### config.mk
export PLATFORM = sky130hd
export DESIGN_NAME = sirq_host
export DESIGN_NICKNAME = d
export VERILOG_FILES = /design/src/rtl/sirq_host.sv
export SDC_FILE = /design/constraint.sdc
export NUM_CORES = 1
export LEC_CHECK = 0
export ABC_AREA = 1
export CAP_MARGIN = 20
export CORE_ASPECT_RATIO = 2
export CORE_MARGIN = 2
export CORE_UTILIZATION = 56
export CTS_CLUSTER_DIAMETER = 100
export DETAILED_ROUTE_END_ITERATION = 16
export GPL_TIMING_DRIVEN = 0
export PLACE_DENSITY = 0.85
export REMOVE_ABC_BUFFERS = 1
export SLEW_MARGIN = 30
export SYNTH_ARGS = -nofsm -noshare
export SYNTH_HDL_FRONTEND = slang
export SYNTH_SLANG_ARGS = --single-unit
### constraint.sdc
create_clock -name clk -period 1.6 [get_ports clk]
set_input_delay 0.16 -clock clk [delete_from_list [all_inputs] [get_ports clk]]
set_output_delay 0.16 -clock clk [all_outputs]
set_load 0.1 [all_outputs]
### src/rtl/sirq_host.sv
module sirq_host #(
  parameter int NUM_FRAMES = 17,
  parameter int START_LOW  = 4,
  parameter bit SMI_ON_P3  = 1'b1
) (
  input  logic        clk,
  input  logic        rst_n,
  input  logic        line_in,
  input  logic        stop_quiet,
  input  logic        enable,
  output logic        line_oe,
  output logic        line_out,
  output logic [15:1] irq_lvl,
  output logic        smi_flag
);

  localparam int PW   = $clog2(NUM_FRAMES + 2);
  localparam int CMAX = (START_LOW > 3) ? START_LOW : 3;
  localparam int CW   = $clog2(CMAX + 1);

  typedef enum logic [2:0] {S_IDLE, S_START, S_FRAMES, S_STOP, S_STOPHI, S_GAP} st_t;

  st_t           st;
  logic [CW-1:0] cnt;
  logic [1:0]    ph;
  logic [PW-1:0] per;
  logic [16:2]   shd;
  logic          quiet_r, stop_q;
  logic [15:1]   nxt_vec;
  logic          nxt_smi;

  wire frames_done = (st == S_FRAMES) && (per == PW'(NUM_FRAMES + 1)) && (ph == 2'd1);
  wire drive_low   = (st == S_START) || (st == S_STOP);
  wire drive_high  = (st == S_STOPHI) || ((st == S_FRAMES) && (per == PW'(1)) && (ph == 2'd0));
  wire stop_last   = cnt == (stop_q ? CW'(1) : CW'(2));
  wire host_go     = enable && !quiet_r;
  wire peer_go     = enable && quiet_r && !line_in;

  assign line_oe  = drive_low || drive_high;
  assign line_out = drive_high;

  always_ff @(posedge clk or negedge rst_n) begin
    if (!rst_n) begin
      st      <= S_IDLE;
      cnt     <= '0;
      ph      <= '0;
      per     <= '0;
      quiet_r <= 1'b0;
      stop_q  <= 1'b0;
    end else begin
      case (st)
        S_IDLE: begin
          if (host_go) begin
            st  <= S_START;
            cnt <= '0;
          end else if (peer_go) begin
            st  <= S_START;
            cnt <= CW'(1);
          end
        end
        S_START: begin
          if (cnt == CW'(START_LOW - 1)) begin
            st  <= S_FRAMES;
            ph  <= '0;
            per <= PW'(1);
          end else begin
            cnt <= cnt + 1'b1;
          end
        end
        S_FRAMES: begin
          ph <= (ph == 2'd2) ? 2'd0 : ph + 2'd1;
          if (ph == 2'd2) per <= per + 1'b1;
          if (frames_done) begin
            st     <= S_STOP;
            cnt    <= '0;
            stop_q <= stop_quiet;
          end
        end
        S_STOP: begin
          if (stop_last) begin
            st      <= S_STOPHI;
            quiet_r <= stop_q;
          end else begin
            cnt <= cnt + 1'b1;
          end
        end
        S_STOPHI: st <= S_GAP;
        S_GAP: begin
          st  <= host_go ? S_START : S_IDLE;
          cnt <= '0;
        end
        default: st <= S_IDLE;
      endcase
    end
  end

  always_ff @(posedge clk or negedge rst_n) begin
    if (!rst_n) begin
      shd <= '0;
    end else if (st == S_FRAMES && ph == 2'd2) begin
      for (int p = 2; p <= 16; p++)
        if (per == PW'(p)) shd[p] <= ~line_in;
    end
  end

  generate
    if (SMI_ON_P3) begin : g_p3_smi
      assign nxt_vec = {shd[16:4], 1'b0, shd[2]};
      assign nxt_smi = shd[3];
    end else begin : g_p3_irq
      assign nxt_vec = shd[16:2];
      assign nxt_smi = 1'b0;
    end
  endgenerate

  always_ff @(posedge clk or negedge rst_n) begin
    if (!rst_n) begin
      irq_lvl  <= '0;
      smi_flag <= 1'b0;
    end else if (frames_done) begin
      irq_lvl  <= nxt_vec;
      smi_flag <= nxt_smi;
    end
  end

  AST_VEC_HOLD: assert property (@(posedge clk) disable iff (!rst_n)
    !(st == S_STOP && $past(st) == S_FRAMES) |-> ($stable(irq_lvl) && $stable(smi_flag)));

  AST_STOP_LEN: assert property (@(posedge clk) disable iff (!rst_n)
    (st == S_STOPHI) |-> ($past(line_oe && !line_out, 1) && $past(line_oe && !line_out, 2) &&
                          ($past(line_oe && !line_out, 3) != $past(stop_q))));

  AST_START_RUN: assert property (@(posedge clk) disable iff (!rst_n)
    $rose(st == S_FRAMES) |-> (line_oe && line_out && $past(line_oe && !line_out, 1) &&
                               $past(line_oe && !line_out, 2) && $past(line_oe && !line_out, 3)));

  AST_CONT_RESTART: assert property (@(posedge clk) disable iff (!rst_n)
    (st == S_GAP && enable && !quiet_r) |=> (line_oe && !line_out));

  AST_QUIET_WAIT: assert property (@(posedge clk) disable iff (!rst_n)
    (st == S_IDLE && quiet_r && line_in) |=> !line_oe);

  AST_DISABLED_SILENT: assert property (@(posedge clk) disable iff (!rst_n)
    (st == S_IDLE && !enable) |=> !line_oe);

endmodule

==> out/metrics.cfg <==
[placement]
pre_cts_slack_ps = -920
port_buffers = 21
dp.cells = 345
dp_hpwl_mm = 3.39
place_area_sq_um = 2550
gp_congestion = 0.884

[grt]
grt_pass1_wl_mm = 8.78
grt_usage_pct = 24.2
grt_max_degree = 46
grt-ovfl-total = 0
antenna_found_initial = 0
grt_pass1_vias = 1971

[power_and_ir_drop]
irDropWorstVdd_mv = 0.669
leakage_nw = 1.43
finalPower_mw = 2.14
p_per_area_nw_per_um2 = 720

[final_layout]
num-nets-final = 328
diodes = 0
n_fill_cell = 283
layout_commonest_cell = nand2_1
area_growth_pct = 27.5
utilization_pct = 73.6
drive_gt1_share_pct = 26.2
fin_cells = 369
mostFrequentLayoutCells = nand2_1 (82), dfrtp_1 (42), nand3_1 (29)
fin_area_sq_um = 2980

[drt]
drt_iter0_markers = 99
drc = 0
final_antenna_net_count = 0
num_vias = 2109
via_per_inst = 5.72
dr.pass1.iters = 4
wl_mm = 5.66
wl_per_cell_um = 15.3

[logic_synthesis]
seq_area_frac_synth_pct = 48.2
yosys_register_bits = 45
syn_area_per_cell_sq_um = 8.34
synth_cell_type_count = 30
syn-cell-area_sq_um = 2330
yosysWarnings = 0
syn_inst = 280

[clock_tree]
cts_sinks = 45
insertion_delay_ps = 300
cts_max_level = 2
cts_tree = built
clockRootBuffer = clkbuf_8
ctsLongestPathBuffers = 2
cts_buffers = 5
clk_pin_slew_worst_paths_ps = 90

[setup_path]
cp-start-kind = flip-flop
crit_type = flip-flop to primary output
worst-endpoint-required_ps = 1440
worstPathArrival_ps = 1480
cp_max_fo = 3
endpoint_kind = primary output

[floorplanning]
rows = 33
die_area_sq_um = 4730
core_area_sq_um = 4050
die_x_um = 49.7
num_io_pins = 23
die_y_um = 95.3
start_util_pct = 57.7

[sta]
setup_viol = 6
min_period_ps = 1640
slew_headroom_pct = 60.7
rsz0062_at_grt = yes
finalHoldViolCount = 0
max_freq_mhz = 610
skew_ps = 6.11
tightest_slew_ps = 587
postLayoutSetupSlackWorst_ps = -40.0
slew_violations = 0
min_period_over_period_pct = 103

[run_status]
status = finished, violations left
failed_checks = setup timing

[job]
drv_cap = 0

[min_path]
worst_hold_path_type = input pin to flip-flop

through the flow:
stage / setup TNS [ps] / hold WS [ps]
3_5_place_dp: -7030 / 191
6_report: -162 / 348
2_1_floorplan: -404 / -136
4_1_cts: -71.2 / 419
5_1_grt: -1020 / 359
3_3_place_gp: -42160 / 452
sequential cells by signal (all words and copies together) (netlist names):
name / flops
per: 5
irq_lvl: 14
ph: 2
shd: 15
smi_flag: 1
st: 3
quiet_r: 1
cnt: 3
stop_q: 1
area by class of cell:
class / instances / area, sq um / area share [%]
flip-flops and latches: 45 / 1130 / 37.9
well taps: 52 / 65.1 / 2.18
clock buffers: 6 / 82.6 / 2.77
repair buffers: 36 / 364 / 12.2
clock inverters: 2 / 37.5 / 1.26
multi-input cells: 200 / 1180 / 39.6
repair inverters: 1 / 5.00 / 0.168
inverters: 27 / 114 / 3.82
worst paths after layout:
| kind | from | end | slack, ps | depth (start not counted) |
|---|---|---|---|---|
| min in group asynchronous | rst_n | per[0]$_DFFE_PN0P_ | 390 | 2 |
| worst min-delay path | line_in | shd[3]$_DFFE_PN0P_ | 350 | 2 |
| worst max register to register | st[2]$_DFFE_PN0P_ | shd[8]$_DFFE_PN0P_ | -40 | 9 |
| max in group asynchronous | rst_n | st[1]$_DFFE_PN0P_ | 800 | 2 |
| worst max-delay path | per[1]$_DFFE_PN0P_ | line_oe | -40 | 7 |
| worst min register to register | irq_lvl[9]$_DFFE_PN0P_ | irq_lvl[9]$_DFFE_PN0P_ | 480 | 2 |
Yosys cell counts:
| master | count | area share (%) |
|---|---|---|
| nand2_4 | 1 | 0.48 |
| clkbuf_1 | 1 | 0.16 |
| inv_2 | 3 | 0.48 |
| nand2_1 | 85 | 14 |
| nand2_2 | 3 | 0.80 |
| nand4_1 | 9 | 2.4 |
| nor3_1 | 5 | 1.1 |
| nand3_2 | 5 | 2.1 |
| inv_1 | 23 | 3.7 |
| nand3_4 | 2 | 1.5 |
| o21bai_4 | 1 | 0.80 |
| dfrtp_1 | 45 | 48 |
| clkinv_1 | 1 | 0.16 |
| o21ai_1 | 10 | 2.1 |
| o21ai_0 | 8 | 1.7 |
| conb_1 | 1 | 0.16 |
| o21bai_1 | 1 | 0.32 |
| xor2_1 | 2 | 0.75 |
| buf_6 | 2 | 0.96 |
| o31ai_1 | 1 | 0.32 |
| nor2_1 | 16 | 2.6 |
| o22ai_1 | 2 | 0.54 |
| nor2_2 | 2 | 0.54 |
| nor2_4 | 3 | 1.4 |
| buf_2 | 2 | 0.43 |
| a21oi_1 | 3 | 0.64 |
| dlygate4sd1_1 | 1 | 0.38 |
| buf_4 | 2 | 0.64 |
| nand3_1 | 33 | 7.1 |
| ha_1 | 7 | 3.8 |
where the power goes:
part / leakage [nW] / internal (mW) / switching, mW
clock: 0.0574 / 0.508 / 0.399
sequential: 0.571 / 1.16 / 0.0108
combinational: 0.803 / 0.0190 / 0.0510
critical path, stage by stage, from the launching register on:
cell	delay [ps]
dfrtp_1	410
inv_2	90
ha_4	130
inv_2	40
nor2_4	140
nand3_4	120
nand3_4	90
buf_12	170
per-layer routing:
metal / track usage [%] / up-vias / wire length, um
met5: 0 / - / 0
met4: 14.4 / 0 / 333
met3: 3.13 / 33 / 211
met2: 45.1 / 82 / 3110
met1: 25.0 / 1006 / 2010
li1: - / 988 / -
cell families after synthesis:
logic type	count (synthesis)	share of synthesized area, %
AO/OA/AOI/OAI	26	6.48
XOR/XNOR	2	0.750
adder cells (fa/ha/maj)	7	3.75
buffers and inverters	35	6.91
flip-flops	45	48.2
other	1	0.161
AND/OR/NAND/NOR	164	33.7
timing repair:
action,CTS,global route
pin swaps,4,8
endpoints found under the hold margin,45,0
hold buffers,1,0
gates cloned,0,1
gates resized for setup,78,25
setup endpoints to repair,33,37
buffers inserted,7,7
No activity file was read; power rests on OpenSTA's default activity.
